File: config.mk
export PLATFORM = sky130hd
export DESIGN_NAME = spi_target_fifo
export DESIGN_NICKNAME = d
export VERILOG_FILES = /design/src/rtl/spit_pkg.sv /design/src/rtl/spit_sync.sv /design/src/rtl/spit_fifo.sv /design/src/rtl/spit_engine.sv /design/src/rtl/spit_timeout.sv /design/src/rtl/spi_target_fifo.sv
export SDC_FILE = /design/constraint.sdc
export NUM_CORES = 1
export LEC_CHECK = 0
export BUFFER_PORTS_ARGS = -buffer_cell sky130_fd_sc_hd__buf_2
export CAP_MARGIN = 20
export CORE_MARGIN = 2
export CORE_UTILIZATION = 25
export CTS_CLUSTER_SIZE = 20
export DETAILED_ROUTE_END_ITERATION = 10
export PLACE_DENSITY = 0.42
export SYNTH_ARGS = -nofsm -noshare
export SYNTH_HDL_FRONTEND = slang
export SYNTH_HIERARCHICAL = 1
export SYNTH_SLANG_ARGS = --single-unit
File: constraint.sdc
create_clock -name clk -period 5.6 [get_ports clk]
set_input_delay 0.56 -clock clk [delete_from_list [all_inputs] [get_ports clk]]
set_output_delay 0.56 -clock clk [all_outputs]
set_load 0.01 [all_outputs]
File: src/rtl/spit_pkg.sv
package spit_pkg;
   localparam int REG_AW = 5;
   localparam logic [REG_AW-1:0] ADR_CTRL = 5'h00;
   localparam logic [REG_AW-1:0] ADR_STAT = 5'h04;
   localparam logic [REG_AW-1:0] ADR_CLR  = 5'h08;
   localparam logic [REG_AW-1:0] ADR_TXD  = 5'h0C;
   localparam logic [REG_AW-1:0] ADR_RXD  = 5'h10;

   // control word, bit 17 down to bit 0
   typedef struct packed {
      logic       otint_en;
      logic       ot_en;
      logic [7:0] ot_win;
      logic       en;
      logic       rx_dma;
      logic       tx_dma;
      logic       rxint_en;
      logic       rx_en;
      logic       cpha;
      logic       cpol;
      logic       lsb;
   } ctrl_t;

   localparam ctrl_t CTRL_RST = ctrl_t'(18'h00008);

   // write-one-to-clear bit positions
   localparam int CLR_OVR = 0;
   localparam int CLR_TXQ = 1;
   localparam int CLR_RXQ = 2;
   localparam int CLR_RXI = 3;
   localparam int CLR_OTI = 4;
endpackage

File: src/rtl/spit_sync.sv
module spit_sync #(
   parameter int          N       = 3,
   parameter int          STAGES  = 2,
   parameter logic [N-1:0] RST_VAL = '0
) (
   input  logic         clk,
   input  logic         rst_n,
   input  logic [N-1:0] d,
   output logic [N-1:0] q
);
   if (STAGES < 2) begin : g_bad_stages
      $error("spit_sync needs at least two stages");
   end

   for (genvar i = 0; i < N; i++) begin : g_bit
      logic [STAGES-1:0] chain;
      always_ff @(posedge clk or negedge rst_n) begin
         if (!rst_n) chain <= {STAGES{RST_VAL[i]}};
         else        chain <= {chain[STAGES-2:0], d[i]};
      end
      assign q[i] = chain[STAGES-1];
   end
endmodule

File: src/rtl/spit_fifo.sv
module spit_fifo #(
   parameter  int W     = 8,
   parameter  int DEPTH = 4,
   localparam int CW    = $clog2(DEPTH + 1),
   localparam int PW    = $clog2(DEPTH)
) (
   input  logic          clk,
   input  logic          rst_n,
   input  logic          clr,
   input  logic          push,
   input  logic          pop,
   input  logic [W-1:0]  din,
   output logic [W-1:0]  dout,
   output logic [CW-1:0] count,
   output logic          full,
   output logic          empty
);
   if (DEPTH < 2) begin : g_bad_depth
      $error("spit_fifo depth must be at least 2");
   end

   logic [W-1:0]  mem [DEPTH];
   logic [PW-1:0] wp, rp, wp_n, rp_n;
   logic          do_push, do_pop;

   assign full    = (count == CW'(DEPTH));
   assign empty   = (count == '0);
   assign do_push = push & ~full;
   assign do_pop  = pop & ~empty;
   assign dout    = mem[rp];

   if ((DEPTH & (DEPTH - 1)) == 0) begin : g_pow2
      assign wp_n = wp + 1'b1;
      assign rp_n = rp + 1'b1;
   end else begin : g_wrap
      assign wp_n = (wp == PW'(DEPTH - 1)) ? '0 : wp + 1'b1;
      assign rp_n = (rp == PW'(DEPTH - 1)) ? '0 : rp + 1'b1;
   end

   always_ff @(posedge clk or negedge rst_n) begin
      if (!rst_n) begin
         wp    <= '0;
         rp    <= '0;
         count <= '0;
         for (int i = 0; i < DEPTH; i++) mem[i] <= '0;
      end else if (clr) begin
         wp    <= '0;
         rp    <= '0;
         count <= '0;
         for (int i = 0; i < DEPTH; i++) mem[i] <= '0;
      end else begin
         if (do_push) begin
            mem[wp] <= din;
            wp      <= wp_n;
         end
         if (do_pop) rp <= rp_n;
         count <= count + CW'(do_push) - CW'(do_pop);
      end
   end

   AST_FIFO_NO_OVERFLOW: assert property (@(posedge clk) disable iff (!rst_n)
      (full && !pop && !clr) |=> full) else $error("queue lost its full state");
   AST_FIFO_FLUSH: assert property (@(posedge clk) disable iff (!rst_n)
      clr |=> empty) else $error("flush did not empty the queue");
endmodule

File: src/rtl/spit_engine.sv
module spit_engine #(
   parameter  int BW = 8,
   localparam int CW = $clog2(BW)
) (
   input  logic          clk,
   input  logic          rst_n,
   input  logic          active,
   input  logic          cpol,
   input  logic          cpha,
   input  logic          lsb,
   input  logic          sck_s,
   input  logic          mosi_s,
   input  logic [BW-1:0] tx_byte,
   input  logic          tx_avail,
   output logic          tx_pop,
   output logic          miso,
   output logic          smp,
   output logic          rx_valid,
   output logic [BW-1:0] rx_byte
);
   if (BW < 2) begin : g_bad_width
      $error("spit_engine needs at least two bits per word");
   end

   logic          k, pk, active_q;
   logic          lead, trail, shf, start, last, load, shift;
   logic [CW-1:0] cnt;
   logic [BW-1:0] tx_sh, rx_sh, rx_nxt;

   assign k      = sck_s ^ cpol;
   assign lead   = active & k & ~pk;
   assign trail  = active & ~k & pk;
   assign smp    = cpha ? trail : lead;
   assign shf    = cpha ? lead : trail;
   assign start  = active & ~active_q;
   assign last   = (cnt == CW'(BW - 1));
   assign load   = cpha ? (shf & (cnt == '0)) : (start | (smp & last));
   assign shift  = shf & (cnt != '0);
   assign tx_pop = load & tx_avail;
   assign miso   = lsb ? tx_sh[0] : tx_sh[BW-1];
   assign rx_nxt = lsb ? {mosi_s, rx_sh[BW-1:1]} : {rx_sh[BW-2:0], mosi_s};

   always_ff @(posedge clk or negedge rst_n) begin
      if (!rst_n) begin
         pk       <= 1'b0;
         active_q <= 1'b0;
         cnt      <= '0;
         tx_sh    <= '1;
         rx_sh    <= '0;
         rx_valid <= 1'b0;
         rx_byte  <= '0;
      end else begin
         pk       <= k;
         active_q <= active;
         rx_valid <= smp & last;
         if (!active)  cnt <= '0;
         else if (smp) cnt <= last ? '0 : cnt + 1'b1;
         if (smp) rx_sh <= rx_nxt;
         if (smp && last) rx_byte <= rx_nxt;
         if (load)       tx_sh <= tx_avail ? tx_byte : '1;
         else if (shift) tx_sh <= lsb ? {1'b1, tx_sh[BW-1:1]} : {tx_sh[BW-2:0], 1'b1};
      end
   end

   AST_CNT_IDLE: assert property (@(posedge clk) disable iff (!rst_n)
      !active |=> (cnt == '0)) else $error("bit count kept while idle");
   AST_ONE_BYTE_PULSE: assert property (@(posedge clk) disable iff (!rst_n)
      rx_valid |=> !rx_valid) else $error("byte strobe longer than one cycle");
endmodule

File: src/rtl/spit_timeout.sv
module spit_timeout #(
   parameter int WIN_W = 8,
   parameter int CNT_W = 12
) (
   input  logic             clk,
   input  logic             rst_n,
   input  logic             smp,
   input  logic             run,
   input  logic [WIN_W-1:0] win,
   output logic             expire
);
   if (CNT_W < 4) begin : g_bad_cnt
      $error("spit_timeout period counter too narrow");
   end

   localparam logic [CNT_W-1:0] CMAX = '1;

   logic [CNT_W-1:0] per, blen, sub;
   logic [WIN_W-1:0] units;

   always_ff @(posedge clk or negedge rst_n) begin
      if (!rst_n) begin
         per    <= '0;
         blen   <= CMAX;
         sub    <= '0;
         units  <= '0;
         expire <= 1'b0;
      end else begin
         expire <= 1'b0;
         if (smp) begin
            per  <= '0;
            blen <= (per == CMAX) ? CMAX : per + 1'b1;
         end else if (per != CMAX) begin
            per <= per + 1'b1;
         end
         if (smp || !run) begin
            sub   <= '0;
            units <= '0;
         end else if (units != win) begin
            if (sub >= blen - 1'b1) begin
               sub   <= '0;
               units <= units + 1'b1;
               if (units == win - 1'b1) expire <= 1'b1;
            end else begin
               sub <= sub + 1'b1;
            end
         end
      end
   end

   AST_OT_ONCE: assert property (@(posedge clk) disable iff (!rst_n)
      expire |=> !expire) else $error("timeout fired twice in a row");
endmodule

File: src/rtl/spi_target_fifo.sv
module spi_target_fifo
   import spit_pkg::*;
#(
   parameter  int DEPTH  = 4,
   parameter  int TCNT_W = 12,
   localparam int BW     = 8,
   localparam int QCW    = $clog2(DEPTH + 1)
) (
   input  logic              clk,
   input  logic              rst_n,
   input  logic              bus_en,
   input  logic              bus_we,
   input  logic [REG_AW-1:0] bus_addr,
   input  logic [31:0]       bus_wdata,
   output logic [31:0]       bus_rdata,
   input  logic              spi_sck,
   input  logic              spi_cs_n,
   input  logic              spi_mosi,
   output logic              spi_miso,
   output logic              irq,
   output logic              dma_tx_req,
   output logic              dma_rx_req
);
   if (DEPTH > 7) begin : g_bad_depth
      $error("queue count must fit the 3-bit status fields");
   end

   ctrl_t          ctrl_q, ctrl_w;
   logic           sck_s, cs_s, mosi_s;
   logic           wr_ctrl, wr_clr, wr_txd, rd_rxd;
   logic           active, tx_pop, smp, rx_valid, rx_push, expire;
   logic [BW-1:0]  rx_byte, txq_dout, rxq_dout;
   logic [QCW-1:0] txq_cnt, rxq_cnt;
   logic           txq_full, txq_empty, rxq_full, rxq_empty;
   logic           ovr_q, rxi_q, oti_q;
   logic [31:0]    stat_w;
   logic           unused_bits;

   assign unused_bits = ^bus_wdata[31:18];

   spit_sync #(.N(3), .STAGES(2), .RST_VAL(3'b010)) u_sync (
      .clk(clk), .rst_n(rst_n),
      .d({spi_mosi, spi_cs_n, spi_sck}),
      .q({mosi_s, cs_s, sck_s})
   );

   assign wr_ctrl = bus_en & bus_we & (bus_addr == ADR_CTRL);
   assign wr_clr  = bus_en & bus_we & (bus_addr == ADR_CLR);
   assign wr_txd  = bus_en & bus_we & (bus_addr == ADR_TXD);
   assign rd_rxd  = bus_en & ~bus_we & (bus_addr == ADR_RXD);

   always_comb begin
      ctrl_w = ctrl_t'(bus_wdata[17:0]);
      if (ctrl_q.en) begin
         ctrl_w.lsb  = ctrl_q.lsb;
         ctrl_w.cpol = ctrl_q.cpol;
         ctrl_w.cpha = ctrl_q.cpha;
      end
   end

   always_ff @(posedge clk or negedge rst_n) begin
      if (!rst_n)       ctrl_q <= CTRL_RST;
      else if (wr_ctrl) ctrl_q <= ctrl_w;
   end

   assign active = ctrl_q.en & ~cs_s;

   spit_engine #(.BW(BW)) u_engine (
      .clk(clk), .rst_n(rst_n), .active(active),
      .cpol(ctrl_q.cpol), .cpha(ctrl_q.cpha), .lsb(ctrl_q.lsb),
      .sck_s(sck_s), .mosi_s(mosi_s),
      .tx_byte(txq_dout), .tx_avail(~txq_empty), .tx_pop(tx_pop),
      .miso(spi_miso), .smp(smp), .rx_valid(rx_valid), .rx_byte(rx_byte)
   );

   assign rx_push = rx_valid & ctrl_q.en & ctrl_q.rx_en;

   spit_fifo #(.W(BW), .DEPTH(DEPTH)) u_txq (
      .clk(clk), .rst_n(rst_n), .clr(wr_clr & bus_wdata[CLR_TXQ]),
      .push(wr_txd), .pop(tx_pop), .din(bus_wdata[BW-1:0]),
      .dout(txq_dout), .count(txq_cnt), .full(txq_full), .empty(txq_empty)
   );

   spit_fifo #(.W(BW), .DEPTH(DEPTH)) u_rxq (
      .clk(clk), .rst_n(rst_n), .clr(wr_clr & bus_wdata[CLR_RXQ]),
      .push(rx_push), .pop(rd_rxd), .din(rx_byte),
      .dout(rxq_dout), .count(rxq_cnt), .full(rxq_full), .empty(rxq_empty)
   );

   spit_timeout #(.WIN_W(8), .CNT_W(TCNT_W)) u_tmo (
      .clk(clk), .rst_n(rst_n), .smp(smp),
      .run(ctrl_q.en & ctrl_q.ot_en & ~cs_s & ~rxq_empty),
      .win(ctrl_q.ot_win), .expire(expire)
   );

   // flags: a new event in the same cycle as a clear wins
   always_ff @(posedge clk or negedge rst_n) begin
      if (!rst_n) begin
         ovr_q <= 1'b0;
         rxi_q <= 1'b0;
         oti_q <= 1'b0;
      end else begin
         if (rx_push && rxq_full)               ovr_q <= 1'b1;
         else if (wr_clr && bus_wdata[CLR_OVR]) ovr_q <= 1'b0;
         if (rx_push)                           rxi_q <= 1'b1;
         else if (wr_clr && bus_wdata[CLR_RXI]) rxi_q <= 1'b0;
         if (expire)                            oti_q <= 1'b1;
         else if (wr_clr && bus_wdata[CLR_OTI]) oti_q <= 1'b0;
      end
   end

   assign stat_w = {14'b0, oti_q, rxi_q, 3'b0, 3'(txq_cnt), txq_full, txq_empty,
                    cs_s, ovr_q, 1'b0, 3'(rxq_cnt), rxq_full, rxq_empty};

   always_comb begin
      case (bus_addr)
         ADR_CTRL: bus_rdata = {14'b0, ctrl_q};
         ADR_STAT: bus_rdata = stat_w;
         ADR_RXD:  bus_rdata = rxq_empty ? 32'h0 : {{(32-BW){1'b0}}, rxq_dout};
         default:  bus_rdata = 32'h0;
      endcase
   end

   assign irq        = (rxi_q & ctrl_q.rxint_en) | (oti_q & ctrl_q.otint_en);
   assign dma_tx_req = ctrl_q.tx_dma & ~txq_full;
   assign dma_rx_req = ctrl_q.rx_dma & ~rxq_empty;

   AST_MODE_LOCK: assert property (@(posedge clk) disable iff (!rst_n)
      ctrl_q.en |=> $stable({ctrl_q.lsb, ctrl_q.cpol, ctrl_q.cpha})) else $error("mode changed while enabled");
   AST_OVR_STICKY: assert property (@(posedge clk) disable iff (!rst_n)
      (ovr_q && !(wr_clr && bus_wdata[CLR_OVR])) |=> ovr_q) else $error("overrun flag dropped");
   AST_RXI_HOLD: assert property (@(posedge clk) disable iff (!rst_n)
      (rxi_q && !(wr_clr && bus_wdata[CLR_RXI])) |=> rxi_q) else $error("receive status dropped");
   AST_NO_RX_WHEN_OFF: assert property (@(posedge clk) disable iff (!rst_n)
      (!ctrl_q.rx_en && !rd_rxd && !(wr_clr && bus_wdata[CLR_RXQ]) && !wr_ctrl) |=> $stable(rxq_cnt)) else $error("byte stored while receive off");
endmodule

==> out/qor.yml, run 1 <==
hold_buffers: 0
grt_max_degree: 88
finalSetupTns_ps: 0
gp_congestion: 0.723
post_cts_resized: 0
hpwlAfterDp_microns: 17800
worstPathRequired_ps: 5930
reg2reg_slack_ps: 1750
status: "finished clean"
yosys_warnings: 6
utilization_pct: 28.1
slew_headroom_pct: 32.0
htree_levels: 4
drc: 0
first_global_vias: 7066
cts.sinks: 180
critPathMaxFanout: 40
numCtsBuffers: 17
rsz0062_at_grt: "false"
vias_per_cell: 4.52
insertion_delay_ps: 450
num_vias: 7110
area_growth_pct: 11.5
io_buffers: 51
tightest_slew_ps: 1020
gr-total-overflow: 0
routed_wl_microns: 25800
drtPass1Iterations: 7
antenna_cells: 0
cp-start-kind: "flip-flop"
grt_pass1_wl_microns: 41200
fmax_mhz: 260
reg2reg_depth: 10
arrival_ps: 4180
antenna_found_initial: 0
n_fill_cell: 4375
min_period_ps: 3850
netlist.area_leader.share_pct: 37.3
core-area_sq_um: 41800
leakagePower_nw: 5.39
ys_top_cells_by_area: "dfrtp_1 37%, mux2i_1 9.4%, dfstp_2 5.7%"
seq_area_frac_synth_pct: 43.1
drt_iter0_markers: 414
fp.dieW_microns: 209
async_flop_share_pct: 100
maxSlewViolCount: 0
skew_ps: 15.1
track_usage_pct: 12.1
ff_latch_area_sq_um: 4530
critPathCaptureType: "flip-flop"
nets: 1100
rows: 75
fin_crit_sh_pct: 68.7
wire_per_inst_microns: 16.4
dieArea_sq_um: 43700
cts.repair_timing.setup_buffer_count: 0
cts_tree: "yes"
clockBufferDepth: 2
avgSynthCellArea_sq_um: 10.6
synth_area_sq_um: 10500
yosysUniqueCellTypes: 79
final-setup-viol-count: 0
p_per_area_nw_per_um2: 322
crit_type: "reg2reg"
drive_gt1_share_pct: 18.9
ys.flop_type: "dfrtp_1"
ios: 80
synth-edff-count: 0
ys_ff_latch: 180
timing_hold_violations_final: 0
min_path_type: "in2async"
drv_cap: 0
root_buffer: "clkbuf_16"
ant_nets: 0
start_util_pct: 25.2
multi_input_area_sq_um: 5470
fp.dieH_microns: 209
vdd_drop_max_mv: 0.221
yosys.area.top_type: "dfrtp_1"
synth_cells: 995
cts.clk_slew.worst_paths_ps: 70
==> placed cells by master (no fill, tap or decap), types with 26 or more instances in the layout <==
cell      count
nand3_1      26
nand2_1      45
xnor2_1      29
dfrtp_1     157
inv_1        37
a21oi_1      40
ha_1         32
nand2b_1     78
mux2i_1      99
nor2_1       90
buf_2        50
==> per-stage QoR <==
| stage | cells | hold WS [ps] | worst slack (ps) | power, mW | instance area [sq um] |
|---|---|---|---|---|---|
| after floorplan | 1008 | 264 | 2700 | 2.37 | 10600 |
| after global placement | 1541 | 343 | 1670 | 2.60 | 11100 |
| after detailed placement | 1541 | 338 | 1650 | 2.62 | 11100 |
| after CTS | 1573 | 184 | 1700 | 3.85 | 11700 |
| after global routing | 1574 | 190 | 1390 | 4.04 | 11700 |
| final | 1574 | 187 | 1750 | 3.77 | 11700 |
==> sequential cells by signal, indices dropped and copies added, names as in the netlist, 3 cells and up <==
| signal | flops |
|---|---|
| ctrl_q | 18 |
| u_tmo/units | 8 |
| u_rxq/mem | 32 |
| u_tmo/sub | 12 |
| u_rxq/count | 3 |
| u_engine/cnt | 3 |
| u_engine/rx_byte | 8 |
| u_engine/tx_sh | 8 |
| u_tmo/blen | 12 |
| u_engine/rx_sh | 8 |
| u_sync/g_bit.chain | 6 |
| u_txq/mem | 32 |
| u_tmo/per | 12 |
| u_txq/count | 3 |
==> worst max-delay path: stages, from the launching register on <==
cell      delay (ps)
dfrtp_1          640
or3_4            520
a21bo_2          350
inv_1             90
buf_4            360
nand2b_1         460
nor3_2           100
buf_4            210
a21oi_2          610
a21oi_1          150
a31o_2           240
==> synthesized netlist by cell type, types with 12 or more instances <==
cell	n
nand2_1	45
ha_1	32
nor2b_1	17
xnor2_1	29
o21ai_0	24
nor2_1	90
nor3_1	16
and3_1	16
mux2i_1	99
inv_1	37
nand2b_1	78
buf_4	20
xor2_1	12
clkbuf_1	17
dfrtp_1	157
or3_1	14
dfstp_2	23
mux2_2	12
mux4_2	16
nand3_1	26
a21oi_1	40
buf_2	14
==> area by class of cell <==
type                            instances  share of cell area (%)
Clock buffer                           18                    3.74
Clock inverter                         14                    1.18
Inverter                               39                    1.25
Multi-Input combinational cell        724                    46.6
Sequential cell                       180                    38.6
Tap cell                              539                    5.75
Timing Repair Buffer                   60                    2.83
==> per-layer routing <==
metal / routed length (microns) / track usage (%) / up-vias
met4: 317 / 3.18 / 0
met3: 701 / 2.77 / 14
met5: 0 / 0 / -
met2: 11700 / 18.6 / 80
met1: 13000 / 17.2 / 3521
li1: - / - / 3495
==> path summary, 6_finish.rpt <==
| check | to | start |
|---|---|---|
| worst max register to register | u_tmo/units[4] | u_engine/pk |
| worst min-delay path | u_rxq/mem[26] | rst_n |
| min in group clk | u_sync/g_bit[0].chain[0] | spi_sck |
| max in group asynchronous | u_txq/mem[29] | rst_n |
| worst max-delay path | u_tmo/units[4] | u_engine/pk |
| worst min register to register | u_sync/g_bit[0].chain[1] | u_sync/g_bit[0].chain[0] |
==> logic make-up after synthesis <==
logic type,share of synthesized area [%]
AND/OR/NAND/NOR,19.6
flip-flops,43.1
multiplexers,15.7
AO/OA/AOI/OAI,8.40
buffers and inverters,5.38
XOR/XNOR,3.57
adder cells (fa/ha/maj),4.19
other,0.0357
==> power breakdown <==
part | internal, mW | switching, mW | leakage (nW)
Clock | 0.602 | 0.591 | 0.279
Sequential | 1.49 | 0.239 | 2.34
Combinational | 0.395 | 0.461 | 2.77
No activity file was read; power rests on OpenSTA's default activity.
==> run 2, diff against run 1 <==
==> constraint.sdc (replaced) <==
create_clock -name clk -period 3.7 [get_ports clk]
set_input_delay 0.37 -clock clk [delete_from_list [all_inputs] [get_ports clk]]
set_output_delay 0.37 -clock clk [all_outputs]
set_load 0.01 [all_outputs]
==> out/qor.yml, run 2 (synthesis gave the netlist of run 1 again) <==
status: "finished clean"
cts_tree: "yes"
leakagePower_nw: 5.41  # +0.40%
grt_max_degree: 105  # +19%
fp.dieW_microns: 209  # unchanged
cts.clk_slew.worst_paths_ps: 70  # about the same
hpwlAfterDp_microns: 18600  # +4.3%
worstPathRequired_ps: 4050  # -1880 ps
wire_per_inst_microns: 16.5  # +0.75%
routed_wl_microns: 26100  # +1.4%
arrival_ps: 3600  # -580 ps
nets: 1112  # +1.1%
final-setup-viol-count: 0  # unchanged
reg_top3: "u_rxq/mem: 32 flops, u_txq/mem: 32 flops, ctrl_q: 18 flops"
layout_commonest_cell: "dfrtp_1"
rsz0062_at_grt: "false"
ant_nets: 0  # unchanged
core-area_sq_um: 41800  # unchanged
start_util_pct: 25.2  # unchanged
p_per_area_nw_per_um2: 475  # +48%
num_vias: 7118  # +0.11%
crit_path_cell_trace: "nor4_1, nand2_1, nor4_1, xnor2_1, ha_1, a21o_1, a21o_1, a2111oi_4, nand2_1, or3_1, a21oi_1"
first_global_vias: 7351  # +4.0%
cts.sinks: 180  # unchanged
antenna_found_initial: 0  # unchanged
critical_path.slowest_cell: "a2111oi_4"
skew_ps: 15.9  # +0.752 ps
fin_crit_sh_pct: 87.9  # +19 points
io_buffers: 51  # unchanged
clockBufferDepth: 2  # unchanged
gr-total-overflow: 0  # unchanged
finalSetupTns_ps: 0  # unchanged
track_usage_pct: 12.5  # +0.36 points
grt_pass1_wl_microns: 42400  # +3.0%
fp.dieH_microns: 209  # unchanged
layout_common_cells: "157 x dfrtp_1, 99 x mux2i_1, 90 x nor2_1"
drt_iter0_markers: 414  # unchanged
slowest_delay_ps: 500  # -140 ps
fmax_mhz: 308  # +18%
utilization_pct: 28.2  # +0.078 points
post_cts_resized: 0  # unchanged
maxSlewViolCount: 0  # unchanged
critPathCaptureType: "flip-flop"
tightest_slew_ps: 978  # -41.5 ps
min_period_ps: 3250  # -598 ps
ios: 80  # unchanged
cp-start-kind: "flip-flop"
critPathBufInv: 0  # -3
vias_per_cell: 4.49  # -0.52%
startpoint: "u_tmo/blen[5]"
p_total_mw: 5.59  # +48%
min_path_type: "in2async"
drv_cap: 0  # unchanged
cts.repair_timing.setup_buffer_count: 0  # unchanged
htree_levels: 4  # unchanged
numCtsBuffers: 17  # unchanged
area_growth_pct: 11.8
timing_hold_violations_final: 0  # unchanged
drc: 0  # unchanged
crit_type: "reg2reg"
gp_congestion: 0.748  # +3.4%
root_buffer: "clkbuf_16"
drive_gt1_share_pct: 19.3  # +0.39 points
critPathMaxFanout: 5  # -88%
r2r-start: "u_tmo/blen[5]"
rows: 75  # unchanged
hold_buffers: 0  # unchanged
antenna_cells: 0  # unchanged
slew_headroom_pct: 34.8  # +2.8 points
insertion_delay_ps: 440  # about the same
drtPass1Iterations: 4  # -3
cp_top_family: "simple AND/OR/NAND/NOR gates"
vdd_drop_max_mv: 0.301  # +36%
dieArea_sq_um: 43700  # unchanged
[run 2: cell types whose count changed in the layout (fill, tap and decap cells not counted), moves of 2 or more]
cell / change
inv_8: -3
clkinv_8: -2
clkbuf_1: +4
clkinv_4: -2
inv_6: -2
buf_4: +13
clkinvlp_4: +2
[run 2: per-stage QoR]
step                instances  hold slack [ps]  cell area (sq um)  worst slack (ps)
floorplan                1008             74.4              10600               804
global placement         1554              338              11200               480
detailed placement       1554              342              11200               478
CTS                      1584             10.8              11800               437
global route             1584             20.3              11800              35.0
finish                   1584             40.4              11800               449
[run 2: final timing paths]
check,slack [ps],to,cells after the start
max,450,u_tmo/sub[0],11
min,40,u_rxq/mem[30],1
max reg2reg,450,u_tmo/sub[0],11
min reg2reg,370,u_sync/g_bit[2].chain[1],0
max in group asynchronous,2700,u_engine/rx_sh[2],2
min in group clk,40,u_sync/g_bit[0].chain[0],1
[run 2: final cells by class]
type	instances	area, sq um
clock buffer	23	468
clock inverter	7	52.6
fill	4363	30000
inverter	39	146
multi-input combinational	724	5470
sequential	180	4530
tap	539	674
timing repair buffer	72	422
[run 2: routing by layer]
metal	vias up	global-route usage, %	routed length (microns)
met5	-	0	0
met4	0	3.03	258
met3	11	2.60	1100
met2	93	19.8	12200
met1	3490	17.5	12600
li1	3524	-	-
[run 2: power by group]
part | leakage, nW | switching (mW) | internal (mW) | total, mW
registers | 2.34 | 0.348 | 2.25 | 2.60
logic | 2.83 | 0.708 | 0.609 | 1.32
clock network | 0.242 | 0.784 | 0.890 | 1.67
[run 2: worst reg2reg max path: cells and delay by family (launching register included)]
kind	cells	cell delay [ps]
DFF	1	380
AOI/OAI and AO/OA	4	1030
and+or+nand+nor	5	1320
xor gates and xnor gates	1	170
adders and majority gates	1	260
